## config.mk

```make
export PLATFORM = sky130hd
export DESIGN_NAME = lin_hdr_tx
export DESIGN_NICKNAME = d
export VERILOG_FILES = /design/src/rtl/lin_hdr_pkg.sv /design/src/rtl/lin_hdr_seq.sv /design/src/rtl/lin_hdr_ser.sv /design/src/rtl/lin_bit_mon.sv /design/src/rtl/lin_hdr_tx.sv
export SDC_FILE = /design/constraint.sdc
export NUM_CORES = 1
export LEC_CHECK = 0
export BUFFER_PORTS_ARGS = -buffer_cell sky130_fd_sc_hd__buf_2
export CAP_MARGIN = 0
export CELL_PAD_IN_SITES_DETAIL_PLACEMENT = 2
export CELL_PAD_IN_SITES_GLOBAL_PLACEMENT = 2
export CORE_MARGIN = 8
export CORE_UTILIZATION = 34
export DETAILED_ROUTE_END_ITERATION = 8
export HOLD_SLACK_MARGIN = 0.05
export PLACE_DENSITY_LB_ADDON = 0.1
export SYNTH_ARGS = -nofsm -noshare
export SYNTH_HDL_FRONTEND = slang
export SYNTH_SLANG_ARGS = --single-unit
```

## constraint.sdc

```tcl
create_clock -name clk -period 3.4 [get_ports clk]
set_input_delay 0.85 -clock clk [delete_from_list [all_inputs] [get_ports clk]]
set_output_delay 0.85 -clock clk [all_outputs]
set_load 0.01 [all_outputs]
```

## src/rtl/lin_hdr_pkg.sv

```systemverilog
package lin_hdr_pkg;

    // Position of the sequencer inside a header
    typedef enum logic [2:0] {
        PH_IDLE  = 3'd0,
        PH_ALIGN = 3'd1,
        PH_BREAK = 3'd2,
        PH_DELIM = 3'd3,
        PH_SYNC  = 3'd4,
        PH_PID   = 3'd5
    } hdr_phase_e;

    // Header composition code
    typedef enum logic [1:0] {
        HS_BREAK = 2'd0,
        HS_SYNC  = 2'd1,
        HS_FULL  = 2'd2,
        HS_NONE  = 2'd3
    } hdr_sel_e;

    localparam logic [7:0] SYNC_BYTE  = 8'h55;
    localparam int         FRAME_BITS = 10;

    // Protected identifier: six ID bits plus two parity bits
    function automatic logic [7:0] lin_protect_id(input logic [5:0] id);
        logic p0;
        logic p1;
        p0 = id[0] ^ id[1] ^ id[2] ^ id[4];
        p1 = ~(id[1] ^ id[3] ^ id[4] ^ id[5]);
        return {p1, p0, id};
    endfunction

    // Start bit at position 0, stop bit at position 9
    function automatic logic [FRAME_BITS-1:0] async_frame(input logic [7:0] b);
        return {1'b1, b, 1'b0};
    endfunction

endpackage

```

## src/rtl/lin_hdr_seq.sv

```systemverilog
module lin_hdr_seq
    import lin_hdr_pkg::*;
#(
    parameter int BRK_W = 4,
    parameter int DLM_W = 2,
    parameter int IDX_W = 4
) (
    input  logic             clk,
    input  logic             rst,
    input  logic             tick,
    input  logic             go,
    input  logic [BRK_W-1:0] brk_len,
    input  logic [DLM_W-1:0] delim_sel,
    input  logic [1:0]       hdr_sel,
    output hdr_phase_e       phase,
    output logic [IDX_W-1:0] idx,
    output logic             accept
);

    hdr_phase_e       phase_q;
    hdr_phase_e       phase_nx;
    logic [IDX_W-1:0] idx_q;
    logic [IDX_W-1:0] last_idx;
    logic [BRK_W-1:0] brk_q;
    logic [DLM_W-1:0] dlm_q;
    hdr_sel_e         sel_q;

    assign accept = (phase_q == PH_IDLE) && go && (hdr_sel_e'(hdr_sel) != HS_NONE);

    // Index of the last bit of the current field
    always_comb begin
        case (phase_q)
            PH_BREAK: last_idx = IDX_W'(brk_q);
            PH_DELIM: last_idx = IDX_W'(dlm_q);
            PH_SYNC,
            PH_PID:   last_idx = IDX_W'(FRAME_BITS - 1);
            default:  last_idx = '0;
        endcase
    end

    // Field that follows the current one
    always_comb begin
        case (phase_q)
            PH_BREAK: phase_nx = PH_DELIM;
            PH_DELIM: phase_nx = (sel_q == HS_BREAK) ? PH_IDLE : PH_SYNC;
            PH_SYNC:  phase_nx = (sel_q == HS_FULL) ? PH_PID : PH_IDLE;
            default:  phase_nx = PH_IDLE;
        endcase
    end

    always_ff @(posedge clk) begin
        if (rst) begin
            phase_q <= PH_IDLE;
            idx_q   <= '0;
            brk_q   <= '0;
            dlm_q   <= '0;
            sel_q   <= HS_BREAK;
        end else begin
            case (phase_q)
                PH_IDLE: begin
                    if (accept) begin
                        phase_q <= PH_ALIGN;
                        idx_q   <= '0;
                        brk_q   <= brk_len;
                        dlm_q   <= delim_sel;
                        sel_q   <= hdr_sel_e'(hdr_sel);
                    end
                end
                PH_ALIGN: begin
                    if (tick) begin
                        phase_q <= PH_BREAK;
                        idx_q   <= '0;
                    end
                end
                default: begin
                    if (tick) begin
                        if (idx_q == last_idx) begin
                            phase_q <= phase_nx;
                            idx_q   <= '0;
                        end else begin
                            idx_q   <= idx_q + IDX_W'(1);
                        end
                    end
                end
            endcase
        end
    end

    assign phase = phase_q;
    assign idx   = idx_q;

endmodule

```

## src/rtl/lin_hdr_ser.sv

```systemverilog
module lin_hdr_ser
    import lin_hdr_pkg::*;
#(
    parameter int IDX_W = 4
) (
    input  hdr_phase_e       phase,
    input  logic [IDX_W-1:0] idx,
    input  logic [7:0]       pid_byte,
    output logic             tx
);

    logic [FRAME_BITS-1:0] frame;
    logic [FRAME_BITS-1:0] shifted;

    always_comb begin
        frame   = (phase == PH_PID) ? async_frame(pid_byte) : async_frame(SYNC_BYTE);
        shifted = frame >> idx;
        case (phase)
            PH_BREAK: tx = 1'b0;
            PH_SYNC,
            PH_PID:   tx = shifted[0];
            default:  tx = 1'b1;
        endcase
    end

endmodule

```

## src/rtl/lin_bit_mon.sv

```systemverilog
module lin_bit_mon (
    input  logic clk,
    input  logic rst,
    input  logic en,
    input  logic active,
    input  logic tx,
    input  logic rx,
    input  logic clr,
    output logic flag
);

    logic flag_q;

    // A new mismatch wins over a clear in the same cycle
    always_ff @(posedge clk) begin
        if (rst) begin
            flag_q <= 1'b0;
        end else if (en && active && (tx != rx)) begin
            flag_q <= 1'b1;
        end else if (clr) begin
            flag_q <= 1'b0;
        end
    end

    assign flag = flag_q;

endmodule

```

## src/rtl/lin_hdr_tx.sv

```systemverilog
module lin_hdr_tx
    import lin_hdr_pkg::*;
#(
    parameter int BRK_W = 4,
    parameter int DLM_W = 2
) (
    input  logic             clk,
    input  logic             rst,
    input  logic             bit_tick,
    input  logic             hdr_go,
    input  logic [BRK_W-1:0] brk_len,
    input  logic [DLM_W-1:0] delim_sel,
    input  logic [1:0]       hdr_sel,
    input  logic [7:0]       pid_in,
    input  logic             pid_hw_par,
    input  logic             berr_en,
    input  logic             berr_clr,
    input  logic             rx_in,
    output logic             tx_out,
    output logic             hdr_busy,
    output logic             berr_flag
);

    // Bit index must cover both the longest break and a byte frame
    localparam int IDX_W = (BRK_W > 4) ? BRK_W : 4;

    hdr_phase_e       phase;
    logic [IDX_W-1:0] idx;
    logic             accept;
    logic [7:0]       pid_q;
    logic             tx_bit;

    lin_hdr_seq #(
        .BRK_W(BRK_W),
        .DLM_W(DLM_W),
        .IDX_W(IDX_W)
    ) u_seq (
        .clk      (clk),
        .rst      (rst),
        .tick     (bit_tick),
        .go       (hdr_go),
        .brk_len  (brk_len),
        .delim_sel(delim_sel),
        .hdr_sel  (hdr_sel),
        .phase    (phase),
        .idx      (idx),
        .accept   (accept)
    );

    // Identifier captured once per header
    always_ff @(posedge clk) begin
        if (rst) begin
            pid_q <= '0;
        end else if (accept) begin
            pid_q <= pid_hw_par ? lin_protect_id(pid_in[5:0]) : pid_in;
        end
    end

    lin_hdr_ser #(
        .IDX_W(IDX_W)
    ) u_ser (
        .phase   (phase),
        .idx     (idx),
        .pid_byte(pid_q),
        .tx      (tx_bit)
    );

    assign tx_out   = tx_bit;
    assign hdr_busy = (phase != PH_IDLE);

    lin_bit_mon u_mon (
        .clk   (clk),
        .rst   (rst),
        .en    (berr_en),
        .active(hdr_busy),
        .tx    (tx_bit),
        .rx    (rx_in),
        .clr   (berr_clr),
        .flag  (berr_flag)
    );

endmodule

```

# Word-level counts from Yosys, hierarchy flattened

Index checks and enable logic that the tools add are counted.

Add/subtract/negate cells: 1
Eq/ne operators: 11
Shift operators: 1
Multiplexer cells: 19
Bitwise logic cells: 7
Reduce and logical (&&, ||, !) cells: 14

Operator list:

| cell                | count |
|---|---|
| $mux 3              | 6 |
| $mux 4              | 4 |
| $pmux 4 s3          | 1 |
| $shr 10x4->1        | 1 |
| $mux 9              | 1 |
| $pmux 3 s3          | 1 |
| $mux 8              | 1 |
| $pmux 4 s2          | 1 |
| $eq 3x2->1 const B  | 2 |
| $eq 3x3->1 const B  | 2 |
| $ne 2x2->1 const B  | 3 |
| $pmux 3 s2          | 1 |
| $reduce_bool 3->1   | 2 |
| $xor 1x1->1         | 6 |
| $add 4x1->4 const B | 1 |
| $eq 4x4->1          | 1 |
| $logic_and 1x1->1   | 4 |
| $reduce_and 4->1    | 1 |
| $reduce_bool 2->1   | 2 |
| $eq 3x1->1 const B  | 1 |
| $logic_not 3->1     | 1 |
| $reduce_and 3->1    | 1 |
| $eq 2x2->1 const B  | 1 |
| $logic_not 2->1     | 1 |
| 6 further kinds     | 7 |

Flip-flop bits (word level): 24
Input bits: 24
Output and inout port bits: 3
Word-level logic and storage cells: 60

# Logic depth before layout (Yosys ltp)

Word-level depth: 7
Depth in mapped cells: 6
Depth with buffers taken out: 5

# Modules after synthesis

From an unflattened synthesis, not the netlist that was laid out.

Cell total of the unflattened synthesis: 180
Area total of the unflattened synthesis: 1493.9 µm²

By module, submodules not included:

| module      | times used | cells each | area each (µm²) | seq. area each (µm²) |
|---|---|---|---|---|
| lin_hdr_seq | 1          | 123        | 969.7           | 300.3 |
| lin_hdr_tx  | 1          | 37         | 369.1           | 160.2 |
| lin_hdr_ser | 1          | 15         | 106.4           | 0.0 |
| lin_bit_mon | 1          | 5          | 48.8            | 20.0 |

# Least setup slack after synthesis

No wires, ideal clock.

Path kind: input-to-reg
From: input hdr_go
To: register pid_q[6]
Library setup time: 0.128 ns
Arrival: 1.971 ns
Required time: 3.272 ns
Slack: 1.302 ns
Cell stages on the path: 6
Buffers on the path: 2
Path through: a21bo_2 -> or4_1 -> clkbuf_1 -> clkbuf_1 -> a21oi_1 -> nor2_1

Word-level cells in the longest chain between the ends: 2

Ends and longest elaborated chain:

| item                            | line              | RTL |
|---|---|---|
| from (decl)                     | lin_hdr_tx.sv:10  | `input logic hdr_go,` |
| $logic_and 1x1->1 (2 in series) | lin_hdr_seq.sv:28 | `assign accept = (phase_q == PH_IDLE) && go && (hdr_sel_e'(hdr_sel) != HS_NONE);` |
| to (signal assigned)            | lin_hdr_tx.sv:55  | `pid_q <= pid_hw_par ? lin_protect_id(pid_in[5:0]) : pid_in;` |
| to (decl)                       | lin_hdr_tx.sv:30  | `logic [7:0] pid_q;` |

No other way between the ends.
A chain may end at the register's enable or synchronous reset.

# Worst setup path after layout

From: register u_seq.idx_q[2], in the netlist u_seq.idx[2]
To: output tx_out

Word-level cells in the longest chain between the ends: 2

Ends and longest elaborated chain:

| item                   | line              | RTL |
|---|---|---|
| from (decl)            | lin_hdr_seq.sv:22 | `logic [IDX_W-1:0] idx_q;` |
| from (signal assigned) | lin_hdr_seq.sv:81 | `idx_q <= idx_q + IDX_W'(1);` |
| $shr 10x4->1           | lin_hdr_ser.sv:17 | `shifted = frame >> idx;` |
| $pmux 1 s2             | lin_hdr_ser.sv:18 | `case (phase)` |
| to (decl)              | lin_hdr_tx.sv:19  | `output logic tx_out,` |

No other way between the ends.

==> flow_metrics.py <==
metrics = {
    "placed_design": {
        "place_inst": 246,
        "dpl-instance-area_sq_um": 1600,
        "post-dp-hpwl_um": 3451,
        "gp_congestion": 0.8003,
        "post-place-ws_ns": 0.9463,
        "port_buffers": 26,
    },
    "clocking": {
        "cts_tree": "built",
        "cts.htree.levels": 1,
        "path_clk_slew_ns": 0.09,
        "cts_num_sinks": 24,
        "cts-resized-gates": 0,
        "clock_latency_ns": 0.27,
        "cts_buffer_depth": 2,
        "ctsHoldBuffers": 0,
        "cts_setup_buffers": 0,
        "cts_buffers": 3,
        "clock-root-buffer": "clkbuf_8",
    },
    "critical_path": {
        "reg2regPathDepth": 5,
        "setup.worst_path.start": "u_seq.idx[2]$_SDFFE_PP0P_",
        "r2r-end": "pid_q[7]$_SDFFE_PP0P_",
        "path_max_fanout": 9,
        "cp_slowest_cell": "dfxtp_1",
        "reg2reg_slack_ns": 1.27,
        "worstPathArrival_ns": 1.87,
        "critPathKind": "flip-flop to primary output",
        "endpoint": "tx_out",
        "crit_path_start_kind": "flip-flop",
        "reg2reg_from": "u_seq.phase[2]$_SDFFE_PP0P_",
        "crit_path_max_incr_delay_ns": 0.59,
        "cp_cell_sequence": "mux2i_1 > a22o_1 > nand3_1 > a32o_1 > buf_2",
        "critical_path_required_ns": 2.55,
        "cp-end-kind": "primary output",
    },
    "final_layout": {
        "final_cell_mix": "nand2_1, buf_2, dfxtp_1",
        "finalCoreUtilization_pct": 38.82,
        "fin_nets": 224,
        "fillCellCount": 510,
        "instances_no_fill": 250,
        "design_area_sq_um": 1655,
        "area_delta_synth_final_pct": 12.40,
        "layout_commonest_cell": "nand2_1",
        "n_antenna_cell": 0,
        "drive_above_1_share_pct": 21.72,
    },
    "sta": {
        "fin_ws_ns": 0.6773,
        "hold_viol_final": 0,
        "maxSlewViolCount": 0,
        "min_period_ns": 2.723,
        "setup_violations": 0,
        "hold_ws_ns": 0.4646,
        "max-slew-margin-rel_pct": 39.72,
        "fin_tns_setup_ns": 0,
        "fin_worst_skew_ns": 0.004465,
        "period_share_pct": 80.08,
        "rsz0062_at_grt": "no",
        "worst_slew_pin_slew_ns": 0.9009,
        "fmax_mhz": 367.3,
    },
    "logic_synthesis": {
        "yosysWarnings": 0,
        "ys_async_sr_fraction_pct": 0,
        "netlist_area_sq_um": 1473,
        "ys_seq_elements": 24,
        "syn_area_per_cell_sq_um": 8.136,
        "syn_inst": 181,
        "yosysUniqueCellTypes": 55,
        "synthesis.nets": 206,
        "ys_seq_area_share_pct": 32.63,
        "ys.flop_type": "dfxtp_1",
        "synth-edff-count": 0,
    },
    "floorplan": {
        "die_y_um": 81.82,
        "io_pins": 27,
        "dieArea_sq_um": 6694,
        "fp.dieW_um": 81.82,
        "start_util_pct": 34.54,
        "core_area_sq_um": 4264,
        "num_rows": 24,
    },
    "drt": {
        "vias": 1354,
        "routed_via_density": 5.416,
        "first_pass_iters": 4,
        "drtIter0Drc": 57,
        "avgRoutedWirePerCell_um": 17.84,
        "drtAntennaViolNets": 0,
        "drcViolationCount": 0,
        "routed_wl_um": 4460,
    },
    "power_and_ir_drop": {
        "ir_drop_mv": 0.1861,
        "p_total_mw": 0.9295,
        "p_comb_share_pct": 36.6,
        "seq_power_share_pct": 42.1,
        "power_switching_mw": 0.3603,
        "netSwitchingFraction_pct": 38.77,
        "p_int_mw": 0.5692,
        "powerDensity_nw_per_um2": 561.5,
        "clockPowerShare_pct": 21.3,
        "cellLeakagePower_nw": 0.6411,
    },
    "global_routing": {
        "met2_usage_pct": 27.15,
        "grt_use_met3_pct": 2.188,
        "grt-ovfl-total": 0,
        "grt_pass1_wl_um": 7652,
        "grt_max_degree": 28,
        "grt_util_met1_pct": 17.15,
        "grt.busiest_layer": "met2",
        "first_global_vias": 1552,
        "grtUsageTotal_pct": 14.56,
        "antenna_found_initial": 0,
    },
    "run": {
        "maxCapViolCount": 0,
    },
    "run_status": {
        "outcome": "completed",
    },
    "min_path": {
        "min_path_type": "flip-flop to flip-flop",
    },
}
[how the worst min path moves through the flow]
| stage | end | slack, ns | depth (start not counted) | start |
|---|---|---|---|---|
| floorplan | u_seq.brk_q[3]$_SDFFE_PP0P_ | 0.43 | 2 | u_seq.brk_q[3]$_SDFFE_PP0P_ |
| global placement | u_seq.brk_q[1]$_SDFFE_PP0P_ | 0.44 | 2 | u_seq.brk_q[1]$_SDFFE_PP0P_ |
| detailed placement | u_seq.brk_q[0]$_SDFFE_PP0P_ | 0.45 | 2 | u_seq.brk_q[0]$_SDFFE_PP0P_ |
| CTS | u_seq.brk_q[0]$_SDFFE_PP0P_ | 0.46 | 2 | u_seq.brk_q[0]$_SDFFE_PP0P_ |
| global route | u_seq.brk_q[1]$_SDFFE_PP0P_ | 0.49 | 2 | u_seq.brk_q[1]$_SDFFE_PP0P_ |
| finish | u_seq.brk_q[0]$_SDFFE_PP0P_ | 0.46 | 2 | u_seq.brk_q[0]$_SDFFE_PP0P_ |
[kinds of logic after synthesis]
kind of cell | synth area share [%]
adders and majority gates | 0.8495
DFF | 32.63
buffers and inverters | 5.607
and+or+nand+nor | 27.61
xor gates and xnor gates | 4.673
muxes | 7.137
AOI/OAI and AO/OA | 21.50
[power groups by stage]
stage,clock (mW),sequential [mW],combinational (mW)
floorplan,0,0.358,0.287
CTS,0.205,0.392,0.348
detailed placement,0,0.399,0.343
global route,0.220,0.403,0.381
finish,0.198,0.392,0.340
global placement,0,0.393,0.327
[per-layer routing]
metal / vias to the layer above / routed length, um
met5: - / 0
met1: 657 / 1949
met4: 0 / 19
li1: 677 / -
met2: 18 / 2363
met3: 2 / 128
[final cells by class]
class                           count  area (sq um)  area share, %
Clock buffer                        4         55.05          3.326
Inverter                            4         15.01         0.9070
Multi-Input combinational cell    140         909.6          54.95
Sequential cell                    24         480.5          29.02
Tap cell                           52         65.06          3.930
Timing Repair Buffer               26         130.1          7.861
[cell usage after synthesis (2+ instances only)]
master / number / area, sq um
a211oi_1: 2 / 15.01
o21ai_0: 4 / 20.02
nand2_1: 32 / 120.1
xnor2_1: 6 / 52.55
dfxtp_1: 24 / 480.5
buf_1: 2 / 7.510
nor3_2: 2 / 20.02
buf_2: 3 / 15.01
o2111ai_1: 2 / 17.52
buf_4: 2 / 15.01
nor2b_1: 2 / 12.51
inv_1: 4 / 15.01
nor3_1: 7 / 35.03
a31oi_1: 2 / 12.51
mux2i_1: 8 / 80.08
nand3_1: 4 / 20.02
nor2_1: 12 / 45.04
o21ai_1: 2 / 10.01
clkbuf_1: 5 / 18.77
a21oi_1: 17 / 85.08
nand2b_1: 5 / 31.28
[registers in the layout (all words and copies together) (netlist names)]
name / flops
u_mon.flag: 1
u_seq.idx: 4
u_seq.brk_q: 4
u_seq.dlm_q: 2
u_seq.sel_q: 2
pid_q: 8
u_seq.phase: 3
[worst max-delay path: cells and delay by family, from the launching register on]
family | cells | cell delay [ns]
compound gates | 2 | 0.50
mux | 1 | 0.26
simple gates | 1 | 0.11
buf+inv | 1 | 0.14
flops | 1 | 0.59
Note: power is estimated with default switching activity, not from simulation.
